[src/rtl/tlb_mgmt_pkg.sv]
package tlb_mgmt_pkg;

  localparam int WORD_W     = 32;
  localparam int VALID_BIT  = 6;
  localparam int SIZE_LSB   = 7;
  localparam int MISS_BIT   = 31;
  localparam logic [WORD_W-1:0] PAGE_NUM_MASK = 32'hFFFF_FC00;

  typedef enum logic [2:0] {
    SEL_DATA   = 3'd0,
    SEL_TAG    = 3'd1,
    SEL_PID    = 3'd2,
    SEL_ZONE   = 3'd3,
    SEL_INDEX  = 3'd4,
    SEL_SEARCH = 3'd5
  } regSel_e;

  typedef struct packed {
    logic wrData;
    logic wrTag;
    logic wrPid;
    logic wrZone;
    logic wrIndex;
    logic wrSearch;
    logic rdData;
    logic rdTag;
    logic rdPid;
    logic rdZone;
    logic rdIndex;
    logic rdZero;
  } ctrlStrobes_t;

  // Address mask for a page of 1 KiB * 4^sizeCode.
  function automatic logic [WORD_W-1:0] pageMask(input logic [2:0] sizeCode);
    logic [4:0] shiftAmt;
    shiftAmt = 5'd10 + {1'b0, sizeCode, 1'b0};
    return ~((32'd1 << shiftAmt) - 32'd1);
  endfunction

endpackage

[src/rtl/tlb_mgmt_search.sv]
module tlb_mgmt_search
  import tlb_mgmt_pkg::*;
#(
  parameter int NUM_ENTRIES = 16,
  parameter int TID_W       = 8,
  localparam int IDX_W      = $clog2(NUM_ENTRIES)
) (
  input  logic [WORD_W-1:0] tags [NUM_ENTRIES],
  input  logic [TID_W-1:0]  tids [NUM_ENTRIES],
  input  logic [TID_W-1:0]  curPid,
  input  logic [WORD_W-1:0] lookupAddr,
  output logic              hit,
  output logic [IDX_W-1:0]  hitIdx
);

  logic [NUM_ENTRIES-1:0] match;

  // One comparator per entry.
  for (genvar g = 0; g < NUM_ENTRIES; g++) begin : g_cmp
    logic [WORD_W-1:0] mask;
    logic              pageOk;
    logic              tidOk;
    assign mask   = pageMask(tags[g][SIZE_LSB+2:SIZE_LSB]);
    assign pageOk = (lookupAddr & mask) == (tags[g] & mask);
    assign tidOk  = (tids[g] == '0) || (tids[g] == curPid);
    assign match[g] = tags[g][VALID_BIT] && pageOk && tidOk;
  end

  // Lowest index wins.
  always_comb begin
    hitIdx = '0;
    for (int i = NUM_ENTRIES - 1; i >= 0; i--) begin
      if (match[i]) hitIdx = IDX_W'(i);
    end
  end

  assign hit = |match;

endmodule

[src/rtl/tlb_mgmt_ctrl.sv]
module tlb_mgmt_ctrl
  import tlb_mgmt_pkg::*;
(
  input  logic         regWrEn,
  input  logic         regRdEn,
  input  logic [2:0]   regSel,
  output ctrlStrobes_t strobes
);

  always_comb begin
    strobes = '0;
    if (regWrEn) begin
      case (regSel_e'(regSel))
        SEL_DATA:   strobes.wrData   = 1'b1;
        SEL_TAG:    strobes.wrTag    = 1'b1;
        SEL_PID:    strobes.wrPid    = 1'b1;
        SEL_ZONE:   strobes.wrZone   = 1'b1;
        SEL_INDEX:  strobes.wrIndex  = 1'b1;
        SEL_SEARCH: strobes.wrSearch = 1'b1;
        default:    ;
      endcase
    end else if (regRdEn) begin
      case (regSel_e'(regSel))
        SEL_DATA:  strobes.rdData  = 1'b1;
        SEL_TAG:   strobes.rdTag   = 1'b1;
        SEL_PID:   strobes.rdPid   = 1'b1;
        SEL_ZONE:  strobes.rdZone  = 1'b1;
        SEL_INDEX: strobes.rdIndex = 1'b1;
        default:   strobes.rdZero  = 1'b1;
      endcase
    end
  end

endmodule

[src/rtl/tlb_mgmt_datapath.sv]
module tlb_mgmt_datapath
  import tlb_mgmt_pkg::*;
#(
  parameter int NUM_ENTRIES = 16,
  parameter int TID_W       = 8,
  localparam int IDX_W      = $clog2(NUM_ENTRIES)
) (
  input  logic                   clk,
  input  logic                   rstN,
  input  ctrlStrobes_t           strobes,
  input  logic [WORD_W-1:0]      wrValue,
  output logic [WORD_W-1:0]      rdValue,
  output logic                   flushValid,
  output logic                   flushAll,
  output logic [NUM_ENTRIES-1:0] flushEntries
);

  localparam logic [8:0] ENTRY_LIM = 9'(NUM_ENTRIES);

  logic [WORD_W-1:0] tagMem  [NUM_ENTRIES];
  logic [WORD_W-1:0] dataMem [NUM_ENTRIES];
  logic [TID_W-1:0]  tidMem  [NUM_ENTRIES];
  logic [WORD_W-1:0] pidReg;
  logic [WORD_W-1:0] zoneReg;
  logic [WORD_W-1:0] indexReg;

  // Entry selection through the selector register.
  logic [7:0]        slot;
  logic              inRange;
  logic [IDX_W-1:0]  slotIdx;
  logic [WORD_W-1:0] curTag;
  logic [WORD_W-1:0] curData;
  logic [TID_W-1:0]  curTid;

  assign slot    = indexReg[7:0];
  assign inRange = {1'b0, slot} < ENTRY_LIM;
  assign slotIdx = slot[IDX_W-1:0];
  assign curTag  = inRange ? tagMem[slotIdx]  : '0;
  assign curData = inRange ? dataMem[slotIdx] : '0;
  assign curTid  = inRange ? tidMem[slotIdx]  : '0;

  // Parallel lookup for the search register.
  logic             searchHit;
  logic [IDX_W-1:0] searchIdx;
  logic [WORD_W-1:0] searchResult;

  tlb_mgmt_search #(
    .NUM_ENTRIES(NUM_ENTRIES),
    .TID_W      (TID_W)
  ) u_search (
    .tags      (tagMem),
    .tids      (tidMem),
    .curPid    (pidReg[TID_W-1:0]),
    .lookupAddr(wrValue & PAGE_NUM_MASK),
    .hit       (searchHit),
    .hitIdx    (searchIdx)
  );

  always_comb begin
    searchResult = '0;
    searchResult[MISS_BIT] = !searchHit;
    if (searchHit) searchResult[IDX_W-1:0] = searchIdx;
  end

  // Flush sources.
  logic [NUM_ENTRIES-1:0] pidMask;
  logic [NUM_ENTRIES-1:0] tagMask;
  logic [NUM_ENTRIES-1:0] nextMask;
  logic                   nextAll;

  for (genvar g = 0; g < NUM_ENTRIES; g++) begin : g_pidFlush
    assign pidMask[g] = tagMem[g][VALID_BIT] && (tidMem[g] != '0) &&
                        (tidMem[g] == pidReg[TID_W-1:0]);
  end

  assign tagMask = (inRange && curTag[VALID_BIT]) ?
                   ({{(NUM_ENTRIES-1){1'b0}}, 1'b1} << slotIdx) : '0;

  always_comb begin
    nextAll  = strobes.wrZone && (wrValue != zoneReg);
    nextMask = '0;
    if (strobes.wrPid && (wrValue != pidReg)) nextMask = pidMask;
    else if (strobes.wrTag)                   nextMask = tagMask;
  end

  // Read mux.
  logic              anyRead;
  logic [WORD_W-1:0] readMux;

  assign anyRead = strobes.rdData | strobes.rdTag | strobes.rdPid |
                   strobes.rdZone | strobes.rdIndex | strobes.rdZero;

  always_comb begin
    readMux = '0;
    if (strobes.rdData)  readMux = curData;
    if (strobes.rdTag)   readMux = curTag;
    if (strobes.rdPid)   readMux = pidReg;
    if (strobes.rdZone)  readMux = zoneReg;
    if (strobes.rdIndex) readMux = indexReg;
  end

  // Table storage.
  always_ff @(posedge clk) begin
    if (!rstN) begin
      for (int i = 0; i < NUM_ENTRIES; i++) begin
        tagMem[i]  <= '0;
        dataMem[i] <= '0;
        tidMem[i]  <= '0;
      end
    end else if (inRange) begin
      if (strobes.wrTag) begin
        tagMem[slotIdx] <= wrValue;
        tidMem[slotIdx] <= pidReg[TID_W-1:0];
      end
      if (strobes.wrData) dataMem[slotIdx] <= wrValue;
    end
  end

  // Plain registers.
  always_ff @(posedge clk) begin
    if (!rstN) begin
      pidReg   <= '0;
      zoneReg  <= '0;
      indexReg <= '0;
    end else begin
      if (strobes.wrPid)                pidReg <= wrValue;
      else if (strobes.rdTag && inRange) pidReg <= WORD_W'(curTid);
      if (strobes.wrZone)   zoneReg  <= wrValue;
      if (strobes.wrIndex)  indexReg <= wrValue;
      if (strobes.wrSearch) indexReg <= searchResult;
    end
  end

  // Registered outputs.
  always_ff @(posedge clk) begin
    if (!rstN) begin
      rdValue      <= '0;
      flushValid   <= 1'b0;
      flushAll     <= 1'b0;
      flushEntries <= '0;
    end else begin
      if (anyRead) rdValue <= readMux;
      flushValid   <= nextAll || (|nextMask);
      flushAll     <= nextAll;
      flushEntries <= nextMask;
    end
  end

endmodule

[src/rtl/tlb_mgmt_regif.sv]
module tlb_mgmt_regif
  import tlb_mgmt_pkg::*;
#(
  parameter int NUM_ENTRIES = 16,
  parameter int TID_W       = 8
) (
  input  logic                   clk,
  input  logic                   rstN,
  input  logic                   regWrEn,
  input  logic                   regRdEn,
  input  logic [2:0]             regSel,
  input  logic [31:0]            regWrData,
  output logic [31:0]            regRdData,
  output logic                   flushValid,
  output logic                   flushAll,
  output logic [NUM_ENTRIES-1:0] flushEntries
);

  ctrlStrobes_t strobes;

  tlb_mgmt_ctrl u_ctrl (
    .regWrEn(regWrEn),
    .regRdEn(regRdEn),
    .regSel (regSel),
    .strobes(strobes)
  );

  tlb_mgmt_datapath #(
    .NUM_ENTRIES(NUM_ENTRIES),
    .TID_W      (TID_W)
  ) u_dp (
    .clk         (clk),
    .rstN        (rstN),
    .strobes     (strobes),
    .wrValue     (regWrData),
    .rdValue     (regRdData),
    .flushValid  (flushValid),
    .flushAll    (flushAll),
    .flushEntries(flushEntries)
  );

endmodule

[config.mk]
export PLATFORM = sky130hd
export DESIGN_NAME = tlb_mgmt_regif
export DESIGN_NICKNAME = d
export VERILOG_FILES = /design/src/rtl/tlb_mgmt_pkg.sv /design/src/rtl/tlb_mgmt_search.sv /design/src/rtl/tlb_mgmt_ctrl.sv /design/src/rtl/tlb_mgmt_datapath.sv /design/src/rtl/tlb_mgmt_regif.sv
export SDC_FILE = /design/constraint.sdc
export NUM_CORES = 2
export LEC_CHECK = 0
export BUFFER_PORTS_ARGS = -buffer_cell sky130_fd_sc_hd__clkbuf_2
export CORE_UTILIZATION = 48
export CTS_CLUSTER_DIAMETER = 50
export DETAILED_ROUTE_END_ITERATION = 10
export PLACE_DENSITY = 0.65
export SYNTH_ARGS = -nofsm -noshare
export SYNTH_HDL_FRONTEND = slang
export SYNTH_HIERARCHICAL = 1
export SYNTH_SLANG_ARGS = --single-unit
[constraint.sdc]
create_clock -name clk -period 7.3 [get_ports clk]
set_input_delay 1.095 -clock clk [delete_from_list [all_inputs] [get_ports clk]]
set_output_delay 1.095 -clock clk [all_outputs]
set_load 0.02 [all_outputs]
# Word-level counts from Yosys, hierarchy flattened
# Memory sizes are Yosys's and may differ from the RTL's. A register that Yosys moved wholly into a read port is not among the register bits.
# Cells that the tools add are included.
# W data, S select, Z words.
# word_totals
reg_bits	786
out_inout_bits	50
mem_count	1
wordCells	379
input_bits	39
mem_bits_rw	512
# classes
addsub	32
mux	64
reduce_logical	128
bitwise_logic	55
n_shift	17
eq_ne	39
order_cmp	3
# mem_list
name	depth	width	read_ports	rd_ports_with_merged_regs	write_ports	line_no	text
u_dp.dataMem	16	32	1	1	16	tlb_mgmt_datapath.sv:21	logic [WORD_W-1:0] dataMem [NUM_ENTRIES];
# op_table
operator	count
$and A32 B32 Y32	32
$bwmux W512	1
$eq A32 B32 Y1	16
$not A32 Y32	16
$shl A1 B5 Y32 const A	16
$sub A32 B1 Y32 const B	16
$mux W32	15
$bmux W32 S4	1
$bwmux W128	1
$demux W32 S4	1
$eq A8 B8 Y1	16
$logic_not A8 Y1	16
$reduce_bool A8 Y1	16
$add A4 B4 Y5 const A	16
$mux W4	20
$logic_and A1 B1 Y1	69
$ne A32 B32 Y1	2
$mux W16	3
$bmux W8 S4	1
$demux W8 S4	1
$mux W8	4
$reduce_or A16 Y1	2
$reduce_or A32 Y1	1
$mux W6	3
18 further kinds	53

# Longest topological paths before layout
# logic_depth
depth_word	28
mapped_depth	23
depth_no_buf	18

# By module
# Netlist, hierarchy kept.
# modules_own_cells
module	cells_per_inst	area_each_um2	seq_area_each_um2	instances
tlb_mgmt_datapath	5749	59104.2	31189.9	1
tlb_mgmt_search	2617	17329.1	0.0	1
tlb_mgmt_ctrl	20	111.4	0.0	1

# Worst setup path before layout
# No wires, ideal clock.
# synth_timing
kind	input to register
startpoint	input port regWrEn
endpoint	memory u_dp.dataMem[14][0], enable pin
path_buffers	1
arrival_ns	4.317
required_ns	6.834
path_stages	5
slack_ns	2.517
setup_time_ns	0.466
cell_sequence	or2b_1 nor3_1 nand4_1 clkbuf_1 o21ai_0
# synth_rtl
item	line_no	text
start, declared	tlb_mgmt_regif.sv:9	input logic regWrEn,
end, declared	tlb_mgmt_datapath.sv:21	

# Final worst setup path
# layout_timing
startpoint	register u_dp/tagMem[456] (netlist name)
endpoint	register u_dp.indexReg[2]
# layout_between
word_cells_on_any_way	14
cone_classes	add/sub (2); eq/ne (1); shift (1); mux (4); bitwise (3); reduce/logical (3)
# layout_rtl
item	line_no	text
start, declared	tlb_mgmt_datapath.sv:20	logic [WORD_W-1:0] tagMem [NUM_ENTRIES];
start signal, assigned by index	tlb_mgmt_datapath.sv:112	tagMem[slotIdx] <= wrValue;
$add A4 B4 Y5	tlb_mgmt_pkg.sv:36	shiftAmt = 5'd10 + {1'b0, sizeCode, 1'b0};
$shl A1 B5 Y32	tlb_mgmt_pkg.sv:37	return ~((32'd1 << shiftAmt) - 32'd1);
$sub A32 B1 Y32	tlb_mgmt_pkg.sv:37	
$not A32 Y32	tlb_mgmt_pkg.sv:37	
$and A32 B32 Y32	tlb_mgmt_search.sv:24	assign pageOk = (lookupAddr & mask) == (tags[g] & mask);
$eq A32 B32 Y1 *	tlb_mgmt_search.sv:24	
$logic_and A1 B1 Y1 * (2 in a row)	tlb_mgmt_search.sv:26	assign match[g] = tags[g][VALID_BIT] && pageOk && tidOk;
$reduce_or A16 Y1 *	tlb_mgmt_search.sv:37	assign hit = |match;
via u_dp.searchHit	tlb_mgmt_datapath.sv:43	logic searchHit;
$mux W4 *	tlb_mgmt_datapath.sv:62	if (searchHit) searchResult[IDX_W-1:0] = searchIdx;
$mux W32 *	tlb_mgmt_datapath.sv:130	if (strobes.wrSearch) indexReg <= searchResult;
end signal, assigned	tlb_mgmt_datapath.sv:129	if (strobes.wrIndex) indexReg <= wrValue;
end signal, assigned	tlb_mgmt_datapath.sv:130	
end, declared	tlb_mgmt_datapath.sv:25	logic [WORD_W-1:0] indexReg;
# The timed path passes the listed nets; every way through them passes the cells marked *.
# A chain may end at the register's enable or synchronous reset.

==> results by group <==
Clocking
  – Clock Tree Buf Depth: 3
  – Post-CTS setup buffers: 0
  – Clock net sink count: 1302
  – Root buffer cell: clkbuf_16
  – Clock slew at reported path FFs: 0.06 ns
  – CTS Buf Count: around 160
  – CTS resizes: 0
  – Clk Latency, worst-skew pair: around 0.84 ns
  – Post-CTS Hold Fix Bufs: 0
  – H-tree Lvls: 4
  – CTS tree: done

Cells and area
  – Share of layout cells above drive strength 1: about 12%
  – Final nets: 8138
  – Fin area: 83900 um2
  – Area growth, synth to finish: 9.55%
  – Fin util: 52.9%

STA
  – Final max-slew violation count: 0
  – Worst slew margin: under 10%
  – Setup_tns: 0 ns
  – Worst Slack Setup Final: ~1.7 ns
  – Fmax: roughly 180 MHz
  – Crit path time final: roughly 5.6 ns
  – RSZ-0062 raised after global routing: no
  – Worst Max-Slew Pin Slew: approximately 1.4 ns
  – Clock Skew: between 0.05 and 0.06 ns
  – Setup Viol. Count Final: 0
  – Final period util: ~77%
  – Final Hold Fails: 0

Drt
  – DR WL/cell: 30.8 um
  – DRT Pass-1 Iters: 7
  – Final wirelength: about 320000 um
  – Detailed-route vias per instance: between 6 and 7
  – Detail Route Antenna Nets: 0
  – Via count: a little under 70000
  – Drt drc: 0
  – Iter 0 DRT Violations: ~10000

Yosys
  – FF+latch count, synth: 1302
  – Post-synthesis sequential area ratio: between 40% and 50%
  – Top_reg_cell synth: dfxtp_1
  – Number of synthesized flops with an enable pin: a little over 500
  – Post-synth cell types: 118
  – Post-synthesis cell count: 8386
  – Syn avg cell area: a little over 9 um2
  – Async set-or-reset flop fraction in the synthesized netlist: 0%
  – Mapped Area: between 70000 and 80000 um2
  – Yosys warnings: 6

GRT
  – Top Usage Layer GRT: met2
  – Initial antenna violation count: 25
  – Grt met3 use: about a tenth
  – First-pass GRT wire length: ~450000 um
  – Gr usage total: 38.1%
  – Vias in the first global route: around 60000
  – Grt met2 use: 54.8%
  – Largest net degree at the start of global routing: 206
  – GR Layer Usage met1: roughly half
  – GRT overflow: 0

Critical path
  – Crit Path Max Fanout: 24
  – Crit. End Element: flip-flop
  – Required time worst endpoint: 8.02 ns
  – Worst setup SP type: flip-flop
  – Worst setup path class: flip-flop to flip-flop
  – FF-to-FF Start: u_dp/tagMem[456]
  – Worst path arrival time: between 6 and 7 ns
  – Critical Path Start: u_dp/tagMem[456]

Placed design
  – Placed cell areas: roughly 78000 um2
  – Detailed placement HPWL: about 210000 um
  – GP Congestion: approximately 1.1
  – IO Port Bufs: slightly below 90
  – Pre-CTS setup slack: 1.85 ns

Status
  – Status: complete, no violations

Floorplanning
  – Die area: 161000 um2
  – Die Width: ~400 um
  – Starting density of the core: ~48%
  – Io pins: 89
  – Core area: 158000 um2
  – Die Y: 401 um
  – Core Rows: roughly 150

Hold path
  – Min-Delay Path Class: flip-flop to flip-flop
  – Hold Startpoint: u_dp/rdValue[15]

Pwr
  – Combinational power share: around 7.4%
  – Net Sw Frac: 25.8%
  – Pint: about 0.013 W
  – Static leakage: approximately 29 nW
  – Pwr per Cell Area: roughly 200 nW/um2
  – VDD IR max: around 0.23 mV
  – Reg power frac: between 40% and 50%
  – Sw power: between 0.004 and 0.005 W
  – Clock power share: between 40% and 50%

Run
  – Max_cap viols: 0
[Yosys cell counts, types with 17 or more instances]
| cell | number | area, um2 |
|---|---|---|
| nor2b_1 | 39 | 244 |
| buf_4 | 17 | 128 |
| clkbuf_1 | 603 | 2260 |
| a21oi_1 | 913 | 4570 |
| dfxtp_1 | 790 | 15800 |
| o21ai_0 | 210 | 1050 |
| ha_1 | 40 | 500 |
| and3_1 | 29 | 181 |
| a41oi_1 | 29 | 254 |
| nor3_1 | 99 | 495 |
| a31oi_1 | 40 | 250 |
| mux2i_1 | 122 | 1220 |
| nor4_1 | 144 | 901 |
| edfxtp_1 | 512 | 15400 |
| xor2_1 | 440 | 3850 |
| o21a_1 | 25 | 188 |
| o2111ai_1 | 27 | 236 |
| o21ai_1 | 58 | 290 |
| inv_1 | 81 | 304 |
| o31ai_1 | 21 | 158 |
| nor3b_1 | 22 | 165 |
| nor2_1 | 317 | 1190 |
| o311ai_1 | 20 | 175 |
| o211ai_1 | 26 | 195 |
| mux4_2 | 308 | 6940 |
| nand3b_1 | 35 | 263 |
| and2_1 | 539 | 3370 |
| o22ai_1 | 69 | 432 |
| nand2b_1 | 45 | 282 |
| xnor2_1 | 366 | 3210 |
| a211oi_1 | 45 | 338 |
| a22oi_1 | 73 | 548 |
| nand4_1 | 108 | 676 |
| buf_2 | 143 | 716 |
| nand2_1 | 1531 | 5750 |
| buf_1 | 43 | 161 |
| nand3_1 | 60 | 300 |
| a21o_1 | 29 | 218 |
| a221oi_1 | 19 | 166 |
[power groups by stage]
| stage | clock network, W | registers, W | logic, W |
|---|---|---|---|
| floorplan | 0 | 0.00786 | 0.000722 |
| global placement | 0 | 0.00787 | 0.00119 |
| detailed placement | 0 | 0.00788 | 0.00119 |
| CTS | 0.00818 | 0.00772 | 0.00119 |
| global route | 0.00849 | 0.00773 | 0.00128 |
| finish | 0.00814 | 0.00773 | 0.00126 |
[area by class of cell]
type	instances	area (um2)
diodes	13	32.5
flip-flops and latches	1302	31200
inverters	82	315
multi-input cells	6209	42100
clock buffers	219	4510
repair buffers	300	2180
fillers	14300	74500
well taps	2072	2590
clock inverters	75	888
[logic make-up after synthesis]
| kind of cell | count (synthesis) | synth area share, % |
|---|---|---|
| mux | 437 | 10.8 |
| compound gates | 1795 | 14.1 |
| fa+ha+maj | 42 | 0.680 |
| simple gates | 3099 | 19.5 |
| other cells | 2 | 0.00981 |
| flops | 1302 | 40.7 |
| xor+xnor | 806 | 9.22 |
| buf+inv | 903 | 4.93 |
[layout by cell type, fill, tap and decap left out, drive strengths merged, types with 268 or more instances in the layout]
master | Yosys | layout
and2 | 541 | 541
clkbuf | 608 | 284
a21oi | 914 | 914
xnor2 | 366 | 366
xor2 | 440 | 440
o21ai | 268 | 268
nand2 | 1531 | 1531
mux4 | 308 | 308
edfxtp | 512 | 512
nor2 | 317 | 317
dfxtp | 790 | 790
[layer usage]
layer	wire length [um]	vias up	share of wire [%]
li1	-	29100	-
met1	121000	33100	38
met2	133000	4424	42
met3	38000	854	12
met4	23600	18	7.5
met5	131	-	0.041
[path summary, 6_finish.rpt]
path | slack [ns] | end | depth (start not counted)
worst max-delay path | 1.67 | u_dp/indexReg[2] | 17
worst min-delay path | 0.46 | u_dp/rdValue[15] | 2
worst max register to register | 1.67 | u_dp/indexReg[2] | 17
worst min register to register | 0.46 | u_dp/rdValue[15] | 2
[metrics by stage]
| stage | total power (W) | instances | hold WS, ns |
|---|---|---|---|
| after CTS | 0.0171 | 10300 | 0.455 |
| after detailed placement | 0.00907 | 9965 | 0.447 |
| after global placement | 0.00906 | 9965 | 0.439 |
| after global routing | 0.0175 | 10300 | 0.480 |
| final | 0.0171 | 10300 | 0.455 |
| after floorplan | 0.00858 | 8414 | 0.433 |
[worst max-delay path, stage by stage, from the launching register on]
cell	delay (ns)
dfxtp_1	0.31
nand2_1	0.24
inv_1	0.14
ha_1	0.60
or4_1	0.69
ha_1	0.45
nor2b_1	0.26
nor3_1	0.20
a21oi_1	0.06
o21a_1	0.20
nor4_1	0.25
nand4_1	0.14
nor4_1	1.19
nor3_1	0.16
nand3_1	0.15
nand2b_1	0.23
a31oi_1	0.11
nor2_1	0.14
[registers in the layout, indices dropped and copies added (netlist names), named ones only]
signal and cells:
u_dp/zoneReg 32, u_dp/flushEntries 16, u_dp/flushValid 1, u_dp/indexReg 32, u_dp/tagMem 512, u_dp/rdValue 32, u_dp/dataMem 512, u_dp/flushAll 1
u_dp/tidMem 128, u_dp/pidReg 32
No activity file was read; power rests on OpenSTA's default activity.
